===== config.mk =====
export PLATFORM = sky130hd
export DESIGN_NAME = pcs_reg_bridge
export DESIGN_NICKNAME = d
export VERILOG_FILES = /design/src/rtl/pcs_reg_bridge.sv
export SDC_FILE = /design/constraint.sdc
export NUM_CORES = 1
export LEC_CHECK = 0
export BUFFER_PORTS_ARGS = -buffer_cell sky130_fd_sc_hd__buf_2
export CAP_MARGIN = 10
export CORE_ASPECT_RATIO = 1.5
export CORE_UTILIZATION = 30
export CTS_BUF_LIST = sky130_fd_sc_hd__clkbuf_16
export DETAILED_ROUTE_END_ITERATION = 10
export GPL_TIMING_DRIVEN = 0
export HOLD_SLACK_MARGIN = 0.12
export PLACE_DENSITY = 0.67
export SLEW_MARGIN = 15
export SYNTH_ARGS = -nofsm -noshare
export SYNTH_HDL_FRONTEND = slang
export SYNTH_SLANG_ARGS = --single-unit

===== constraint.sdc =====
create_clock -name clk -period 3.1 [get_ports clk]
set_clock_uncertainty 0.1 [all_clocks]
set_input_delay 0.31 -clock clk [delete_from_list [all_inputs] [get_ports clk]]
set_output_delay 0.31 -clock clk [all_outputs]
set_load 0.03 [all_outputs]

===== src/rtl/pcs_reg_bridge.sv =====
`timescale 1ns/1ps
module pcs_reg_bridge #(
  parameter int          ADDR_W    = 12,
  parameter logic [11:0] ACC_OFS   = 12'h720,
  parameter logic [11:0] DATA_OFS  = 12'h724,
  parameter logic [11:0] CTL_OFS   = 12'h728,
  parameter int          TMO_W     = 8,
  parameter int          TMO_RESET = 64
) (
  input  logic              clk,
  input  logic              rst_n,
  input  logic              host_we,
  input  logic [ADDR_W-1:0] host_addr,
  input  logic [31:0]       host_wdata,
  output logic [31:0]       host_rdata,
  output logic              pcs_req,
  output logic              pcs_we,
  output logic [4:0]        pcs_dev,
  output logic [15:0]       pcs_addr,
  output logic [15:0]       pcs_wdata,
  input  logic              pcs_ack,
  input  logic [15:0]       pcs_rdata,
  output logic              pcs_enable,
  output logic              link_src_sel,
  output logic              pcs_pwrdn
);
  localparam logic [TMO_W-1:0] LIM_INIT = TMO_W'(TMO_RESET);

  logic             busy_q, wr_q, en_q, lsrc_q, pd_q, ovr_q, tmo_q;
  logic [4:0]       dev_q;
  logic [15:0]      adr_q, data_q;
  logic [TMO_W-1:0] limit_q, wait_q;

  wire hit_acc  = host_addr == ADDR_W'(ACC_OFS);
  wire hit_data = host_addr == ADDR_W'(DATA_OFS);
  wire hit_ctl  = host_addr == ADDR_W'(CTL_OFS);
  wire wr_acc   = host_we && hit_acc;
  wire wr_data  = host_we && hit_data;
  wire wr_ctl   = host_we && hit_ctl;
  wire done     = busy_q && pcs_ack;
  wire expire   = busy_q && !pcs_ack && (wait_q == limit_q);

  always_ff @(posedge clk) begin
    if (!rst_n) begin
      busy_q <= 1'b0;
      wr_q   <= 1'b0;
      dev_q  <= '0;
      adr_q  <= '0;
      wait_q <= '0;
    end else if (busy_q) begin
      if (done || expire) busy_q <= 1'b0;
      else                wait_q <= wait_q + 1'b1;
    end else if (wr_acc) begin
      busy_q <= host_wdata[31];
      wr_q   <= host_wdata[30];
      dev_q  <= host_wdata[20:16];
      adr_q  <= host_wdata[15:0];
      wait_q <= '0;
    end
  end

  always_ff @(posedge clk) begin
    if (!rst_n)                 data_q <= '0;
    else if (done && !wr_q)     data_q <= pcs_rdata;
    else if (wr_data && !busy_q) data_q <= host_wdata[15:0];
  end

  always_ff @(posedge clk) begin
    if (!rst_n) begin
      en_q    <= 1'b0;
      lsrc_q  <= 1'b0;
      pd_q    <= 1'b0;
      limit_q <= LIM_INIT;
      ovr_q   <= 1'b0;
      tmo_q   <= 1'b0;
    end else begin
      if (wr_ctl) begin
        en_q    <= host_wdata[31];
        lsrc_q  <= host_wdata[8];
        pd_q    <= host_wdata[1];
        limit_q <= host_wdata[16 +: TMO_W];
      end
      if (wr_acc && busy_q && host_wdata[31]) ovr_q <= 1'b1;
      else if (wr_ctl && host_wdata[3])       ovr_q <= 1'b0;
      if (expire)                             tmo_q <= 1'b1;
      else if (wr_ctl && host_wdata[2])       tmo_q <= 1'b0;
    end
  end

  always_comb begin
    host_rdata = '0;
    if (hit_acc) begin
      host_rdata[31]    = busy_q;
      host_rdata[30]    = wr_q;
      host_rdata[20:16] = dev_q;
      host_rdata[15:0]  = adr_q;
    end else if (hit_data) begin
      host_rdata[15:0] = data_q;
    end else if (hit_ctl) begin
      host_rdata[31]           = en_q;
      host_rdata[16 +: TMO_W]  = limit_q;
      host_rdata[8]            = lsrc_q;
      host_rdata[3]            = ovr_q;
      host_rdata[2]            = tmo_q;
      host_rdata[1]            = pd_q;
    end
  end

  assign pcs_req      = busy_q;
  assign pcs_we       = wr_q;
  assign pcs_dev      = dev_q;
  assign pcs_addr     = adr_q;
  assign pcs_wdata    = data_q;
  assign pcs_enable   = en_q;
  assign link_src_sel = lsrc_q;
  assign pcs_pwrdn    = pd_q;
endmodule


Yosys cells after proc, flatten, opt, wreduce, memory -nomap -nowiden:

Cells that the tools add are included.
Widths: inputs -> output; s select.

* bitwise gates (word level): 1
* eq/ne operators: 5
* add/subtract/negate cells: 1
* reduce and logical (&&, ||, !) cells: 22
* muxes and demuxes: 27

Operators by type and width (number)
* $mux 8: 5
* $eq 12x11->1 const B: 3
* $mux 16: 2
* $mux 21: 1
* $mux 1: 14
* $logic_and 1x1->1: 12
* $mux 3: 3
* $add 8x1->8 const B: 1
* $eq 8x8->1: 1
* $reduce_bool 2->1: 4
* $mux 7: 1
* $mux 4: 1
* $reduce_and 2->1: 2
* $logic_not 1->1: 3
* $ne 2x2->1 const B: 1
* $logic_or 1x1->1: 1
* $not 1->1: 1

* output and inout bits: 74
* input port bits: 64
* register bits: 60
* logic and storage cells: 68

Logic depth before layout (Yosys ltp):

Gate-level depths: netlist (run 1).

* depth after elaboration: 6
* mapped depth: 7
* mapped depth without buffers: 5

Worst setup path before layout (run 1):

No wires, ideal clock.

* kind: in2out
* start point: input host_addr[1]
* end point: output host_rdata[0]
* stages: 4
* data required time: 2.690 ns
* path buffers: 1
* data arrival time: 1.684 ns
* setup slack: 1.006 ns
* cell sequence: or4b_4 -> nor2_1 -> buf_2 -> a22o_1

* cells in the longest elaborated chain, start to end: 3
* elaborated cells on any way between the ends: 4
* classes of those cells: 2 x eq/ne; 2 x mux

RTL lines
* from (decl): RTL line 13 `input logic [ADDR_W-1:0] host_addr,`
* $eq 12x11->1: RTL line 35 `wire hit_data = host_addr == ADDR_W'(DATA_OFS);`
* $mux 1: RTL line 97 `end else if (hit_data) begin`
* $mux 21 *: RTL line 92 `if (hit_acc) begin`
* to (decl): RTL line 15 `output logic [31:0] host_rdata,`

Every way passes the cells marked *; elsewhere a longest branch is shown, timed or not.

Worst setup path in the final report (run 1):

* start point: input host_addr[1]
* end point: output host_rdata[4]

* cells in the longest elaborated chain, start to end: 3
* elaborated cells on any way between the ends: 4
* classes of those cells: 2 x eq/ne; 2 x mux

RTL lines (RTL line)
* $eq 12x11->1: 35
* $mux 4: 97
* $mux 21 *: 92

Marks and branches as above.

==> results of run 1 <==
-- worst max-delay path: stages --
cell and delay, ns:
buf_2 0.12, or4b_4 0.57, nor2_1 0.52, buf_2 0.38, a22o_1 0.18, buf_2 0.19
-- cells in the final DEF (no fill, tap or decap), drive strengths merged --
cell / n
buf: 142
nand2: 96
dfxtp: 60
a21oi: 44
clkbuf: 21
a22o: 18
nand3: 14
o21ai: 12
a31oi: 10
xor2: 8
nor2: 6
inv: 6
a22oi: 6
conb: 6
nand2b: 5
nor3: 5
a222oi: 4
and2: 4
mux2i: 4
nor4: 3
or2: 3
and4bb: 2
or3: 2
clkinv: 2
and3: 2
xnor2: 2
bufinv: 2
dlygate4sd3: 2
or4b: 1
nand3b: 1
o21a: 1
nor2b: 1
nand4: 1
a21bo: 1
a41o: 1
o2111ai: 1
ha: 1
-- flip-flops by register name, summed over array words and instances (netlist names) --
name          flops
pcs_dev           5
wait_q            8
tmo_q             1
pcs_enable        1
limit_q           8
link_src_sel      1
pcs_wdata        16
pcs_we            1
pcs_req           1
pcs_pwrdn         1
ovr_q             1
pcs_addr         16
-- logic make-up (layout without fill, tap and decap cells) --
logic type | Yosys count | after routing | share of synthesized area, %
buffers and inverters | 35 | 175 | 6.13
other | 1 | 6 | 0.133
XOR/XNOR | 10 | 10 | 3.11
AND/OR/NAND/NOR | 146 | 146 | 24.0
flip-flops | 60 | 60 | 42.6
adder cells (fa/ha/maj) | 1 | 1 | 0.444
AO/OA/AOI/OAI | 98 | 98 | 22.1
multiplexers | 4 | 4 | 1.42
-- report_power, final --
group / total, mW / internal, mW / leakage, nW / switching (mW)
combinational: 0.0901 / 0.0394 / 1.16 / 0.0507
sequential: 0.772 / 0.772 / 0.483 / 0.0000618
clock: 1.02 / 0.685 / 0.151 / 0.331
total: 1.88 / 1.50 / 1.79 / 0.382
-- path summary, 6_finish.rpt --
kind / to / slack [ns] / cells after the start
min: limit_q[7]$_SDFFE_PN0N_ / 0.12 / 3
max: host_rdata[4] / 0.42 / 6
min reg2reg: pcs_dev[0]$_SDFFE_PN0P_ / 0.37 / 2
max reg2reg: wait_q[4]$_SDFFE_PN0P_ / 1.13 / 5
-- layer usage --
layer / global-route usage (%) / vias to the layer above
li1: - / 1509
met1: 23.4 / 1411
met2: 35.9 / 134
met3: 4.68 / 19
met4: 9.26 / 0
met5: 0 / -
-- through the flow --
stage | utilization [%] | cells | power, mW
6_report | 43.5 | 610 | 1.88
5_1_grt | 43.5 | 610 | 1.93
4_1_cts | 43.5 | 610 | 1.89
3_5_place_dp | 40.0 | 594 | 0.876
3_3_place_gp | 40.0 | 594 | 0.874
2_1_floorplan | - | 360 | 0.824
-- area by class of cell --
cell class,count,area [um^2]
clock inverters,5,71.3
multi-input cells,265,1460
clock buffers,9,225
well taps,110,138
fillers,922,5080
inverters,5,18.8
repair buffers,126,641
plain buffers,30,154
flip-flops and latches,60,1200
==> results.ini, run 1 <==
[floorplanning]
core_um2=8990
die-width_um=81.1
dieArea_um2=9790
ios=138
die_height_um=121
rows=42
initial_core_util_pct=31.3

[setup_path]
crit_type=in2out
required_ns=2.69
r2r_start=wait_q[3]$_SDFFE_PN0P_
end_kind=output port
startpoint=host_addr[1]
cp_max_fo=10
start_kind=input port
worstPathArrival_ns=2.27

[clock_tree]
cts_tree=yes
cts_setup_buffers=0
clk_pin_slew_ns=0.05
clock_latency_ns=0.32
cts_sinks=60
cts_max_level=3
cts-root-buf=clkbuf_16
cts_hold_buf=2
ctsResizeCount=0
cts_buffers=9
clockBufferDepth=2

[yosys]
async_reset_ff_share_pct=0
yosysTopAreaCell=dfxtp_1
synthFlopType=dfxtp_1
yosysUniqueCellTypes=41
yosysTopAreaCellShare_pct=42.6
ys_seq_area_share_pct=42.6
synth_most_common_cell=nand2_1
synth_area_um2=2820
synth.area.top_cells=dfxtp_1 43%, nand2_1 13%, a21oi_1 7.8%
syn_area_per_cell_um2=7.93
synth-seq-cells=60
synth_edf_count=0
yosysWarnings=0
synth_common_cells=96 x nand2_1, 60 x dfxtp_1, 44 x a21oi_1
syn_inst=355

[layout]
nNetsFinal=562
drive_gt1_share_pct=32.2
area_growth_pct=38.8
antennaDiodeCount=0
postLayoutCellArea_um2=3910

[timing]
final-setup-viol-count=0
max_slew_margin_pct=54.5
finalCritPeriodShare_pct=86.5
holdWs_ns=0.122
fmax_mhz=373
worstMarginPinSlew_ns=0.682
min_period_ns=2.68
drv_slew=0
fin_ws_ns=0.420
rsz0062_at_grt=no
fin_tns_setup_ns=0
hold_viol=0

[placement]
dp_slack_ns=0.391
postPlaceCellArea_um2=3590
portBuffers=124
routabilityCongestion=0.866
dp_hpwl_mm=7.28

[routing]
first_pass_iters=6
ant_nets=0
routed_wl_mm=9.70
routed_via_density=5.04
drtIter0Drc=225
top_layer=met4
wl_met1_mm=3.82
wl_met3_um=667
via_count=3073
route.detailed.drc=0
wl_met2_mm=4.98
avgRoutedWirePerCell_um=15.9

[outcome]
outcome=finished, final reports clean

[global_routing]
grt_pass1_wl_mm=15.1
grt_pass1_vias=2971
grt-ovfl-total=0
grt_usage_pct=20.7
antenna_found_initial=0
grt_max_degree=11

[pwr]
vdd_drop_max_v=0.000324
power.density_nw_per_um2=480
power.leakage_nw=1.79

[worst_hold_path]
hold_class=in2reg
hp-start=host_wdata[23]

[run]
drv_cap=0

(Power assumes the default switching activity.)
==> run 2: changes to the inputs <==
--- a/config.mk
+++ b/config.mk
@@ -5,15 +5,16 @@
 export SDC_FILE = /design/constraint.sdc
 export NUM_CORES = 1
 export LEC_CHECK = 0
+export ABC_AREA = 1
+export ABC_CLOCK_PERIOD_IN_PS = 3100
 export BUFFER_PORTS_ARGS = -buffer_cell sky130_fd_sc_hd__buf_2
-export CAP_MARGIN = 10
 export CORE_ASPECT_RATIO = 1.5
 export CORE_UTILIZATION = 30
 export CTS_BUF_LIST = sky130_fd_sc_hd__clkbuf_16
 export DETAILED_ROUTE_END_ITERATION = 10
 export GPL_TIMING_DRIVEN = 0
 export HOLD_SLACK_MARGIN = 0.12
-export PLACE_DENSITY = 0.67
+export PLACE_DENSITY = 0.66
 export SLEW_MARGIN = 15
 export SYNTH_ARGS = -nofsm -noshare
 export SYNTH_HDL_FRONTEND = slang
==> results.ini, run 2 <==
[outcome]
outcome=finished, final reports clean

[timing]
finalCritPeriodShare_pct=82.5  ; -4.0 points
drv_slew=0  ; unchanged
rsz0062_at_grt=no
final-setup-viol-count=0  ; unchanged
worstMarginPinSlew_ns=0.631  ; -0.0511 ns
hold_viol=0  ; unchanged
fin_tns_setup_ns=0  ; unchanged
max_slew_margin_pct=57.9  ; +3.4 points
fmax_mhz=391  ; +4.8%
min_period_ns=2.56  ; -0.123 ns

[pwr]
power.leakage_nw=2.03  ; +13%
power_mw=1.74  ; -7.5%
intPower_mw=1.34  ; -10%
vdd_drop_max_v=0.000267  ; -17%
clkPwrFrac_pct=49.1  ; -5.0 points
p_sw_share_pct=22.8  ; +2.4 points
p_switching_mw=0.396  ; +3.5%
seqPwrFrac_pct=44.5  ; +3.4 points
power.density_nw_per_um2=408  ; -15%
combPwrFrac_pct=6.4  ; +1.6 points

[yosys]
syn_area_per_cell_um2=7.21  ; -9.1%
synth_compound_area_share_pct=17.0  ; -5.0 points
synth-seq-cells=60  ; unchanged
synthFlopType=dfxtp_1
synth_top_family_by_area=simple AND/OR/NAND/NOR gates
yosysTopAreaCell=dfxtp_1
synth_edf_count=0  ; unchanged
synthAdderAreaFrac_pct=0.394  ; -0.050 points
synth_mux_area_share_pct=5.68  ; +4.3 points
synth_common_cells=60 x dfxtp_1, 58 x nor2_1, 56 x nand2_1
synth.area.top_cells=dfxtp_1 38%, a21oi_1 7.3%, nor2_1 6.9%
ys_seq_area_share_pct=37.9  ; -4.8 points
async_reset_ff_share_pct=0  ; unchanged
synth_xor_area_share_pct=2.21  ; -0.90 points
synth_area_um2=3170  ; +13%
yosysUniqueCellTypes=35  ; -15%
synth_most_common_cell=dfxtp_1
yosysTopAreaCellShare_pct=37.9  ; -4.8 points
syn_inst=440  ; +24%
yosysWarnings=0  ; unchanged
synthSimpleGateAreaFrac_pct=25.0  ; +0.97 points

[routing]
ant_nets=0  ; unchanged
routed_wl_mm=10.7  ; +10%
via_count=3491  ; +14%
avgRoutedWirePerCell_um=14.7  ; -7.4%
routed_via_density=4.80  ; -4.8%
first_pass_iters=4  ; -2
route.detailed.drc=0  ; unchanged
drtIter0Drc=153  ; -32%

[placement]
postPlaceCellArea_um2=3990  ; +11%
dp_hpwl_mm=8.27  ; +14%
portBuffers=125  ; +0.81%
routabilityCongestion=0.867  ; +0.10%
dp_cells=711  ; +20%

[layout]
postLayoutCellArea_um2=4260  ; +8.9%
area.sequential_um2=1200  ; unchanged
antennaDiodeCount=0  ; unchanged
drive_gt1_share_pct=31.3  ; -0.85 points
final_common_cell=buf_2
multi_input_area_um2=1620  ; +11%
nNetsFinal=647  ; +15%
nFillCells=1040  ; +13%
layout_common_cells=133 x buf_2, 60 x dfxtp_1, 58 x inv_1, 58 x nor2_1, 56 x nand2_1
area_growth_pct=34.1
fin_cells=728  ; +19%

[clock_tree]
clock_latency_ns=0.33  ; about the same
cts_max_level=3  ; unchanged
ctsResizeCount=0  ; unchanged
cts_buffers=9  ; unchanged
cts_setup_buffers=0  ; unchanged
cts_hold_buf=1  ; -1
clk_pin_slew_ns=0.05  ; about the same
cts_sinks=60  ; unchanged
cts-root-buf=clkbuf_16
clockBufferDepth=2  ; unchanged
cts_tree=yes

[setup_path]
r2r_start=pcs_req$_SDFF_PN0_
cp_max_fo=10  ; unchanged
crit_type=in2out
required_ns=2.69  ; about the same
reg2reg_depth=5  ; unchanged
critical_path.reg2reg.endpoint=pcs_wdata[11]$_SDFFE_PN0P_
end_kind=output port
reg2reg_slack_ns=1.30  ; +0.17 ns
start_kind=input port
worstPathArrival_ns=2.15  ; -0.12 ns

[floorplanning]
ios=138  ; unchanged
die-width_um=86.0  ; +6.0%
core_um2=10200  ; +13%
initial_core_util_pct=31.1  ; -0.21 points
dieArea_um2=11000  ; +12%
die_height_um=128  ; +6.0%
rows=45  ; +7.1%

[run]
drv_cap=0  ; unchanged

[global_routing]
grt_max_degree=11  ; unchanged
grt-ovfl-total=0  ; unchanged
antenna_found_initial=0  ; unchanged
grt_usage_pct=20.5  ; -0.12 points
grt_pass1_vias=3575  ; +20%
grt_pass1_wl_mm=17.2  ; +14%

[worst_hold_path]
min_to=pcs_we$_SDFFE_PN0P_
hp-start=host_wdata[30]
worstHoldPathCells=3  ; unchanged
hold_class=in2reg

## run 2: layout make-up
class | count | area share (%)
clock inverters | 7 | 0.647
inverters | 61 | 5.50
well taps | 141 | 4.14
plain buffers | 24 | 3.23
flip-flops and latches | 60 | 28.2
repair buffers | 126 | 14.9
multi-input cells | 300 | 38.0
clock buffers | 9 | 5.29
## run 2: worst max-delay path by stage
stage                            start             end  slack [ns]  cells past startpoint
after floorplan           host_addr[1]  host_rdata[10]        0.82                      5
after global placement    host_addr[1]  host_rdata[10]        0.54                      7
after detailed placement  host_addr[1]  host_rdata[10]        0.53                      7
after CTS                 host_addr[1]  host_rdata[10]        0.52                      7
after global routing      host_addr[1]  host_rdata[17]        0.47                      7
final                     host_addr[1]  host_rdata[10]        0.54                      7
## run 2: power groups by stage
| stage | Sequential, mW | Combinational (mW) | Clock (mW) |
|---|---|---|---|
| after floorplan | 0.788 | 0.0523 | 0 |
| after detailed placement | 0.788 | 0.109 | 0 |
| final | 0.773 | 0.110 | 0.854 |
| after global routing | 0.772 | 0.122 | 0.912 |
| after CTS | 0.772 | 0.111 | 0.875 |
| after global placement | 0.788 | 0.107 | 0 |
## run 2: kinds of logic (layout without fill, tap and decap cells)
kind of cell | after synthesis | count (layout)
AND/OR/NAND/NOR | 171 | 171
adder cells (fa/ha/maj) | 1 | 1
multiplexers | 16 | 16
other | 1 | 6
XOR/XNOR | 8 | 8
flip-flops | 60 | 60
AO/OA/AOI/OAI | 98 | 98
buffers and inverters | 85 | 227
## run 2: critical path, stage by stage
cell	delay (ns)
buf_2	0.10
or2_4	0.27
nor3_4	0.39
nand2_2	0.19
clkbuf_1	0.34
o32ai_1	0.27
buf_2	0.27
## run 2: through the flow
step / hold WS, ns / setup WS (ns) / utilization (%)
6_report: 0.154 / 0.543 / 41.8
2_1_floorplan: 0.345 / 0.818 / -
4_1_cts: 0.144 / 0.523 / 41.8
5_1_grt: 0.158 / 0.469 / 41.8
3_3_place_gp: 0.354 / 0.537 / 39.2
3_5_place_dp: 0.361 / 0.532 / 39.2
## run 2: per-layer routing
layer / up-vias / routed length [um] / global-route usage, %
li1: 1736 / - / -
met1: 1590 / 3910 / 19.8
met2: 133 / 5700 / 37.8
met3: 32 / 681 / 6.05
met4: 0 / 422 / 12.5
met5: - / 0 / 0
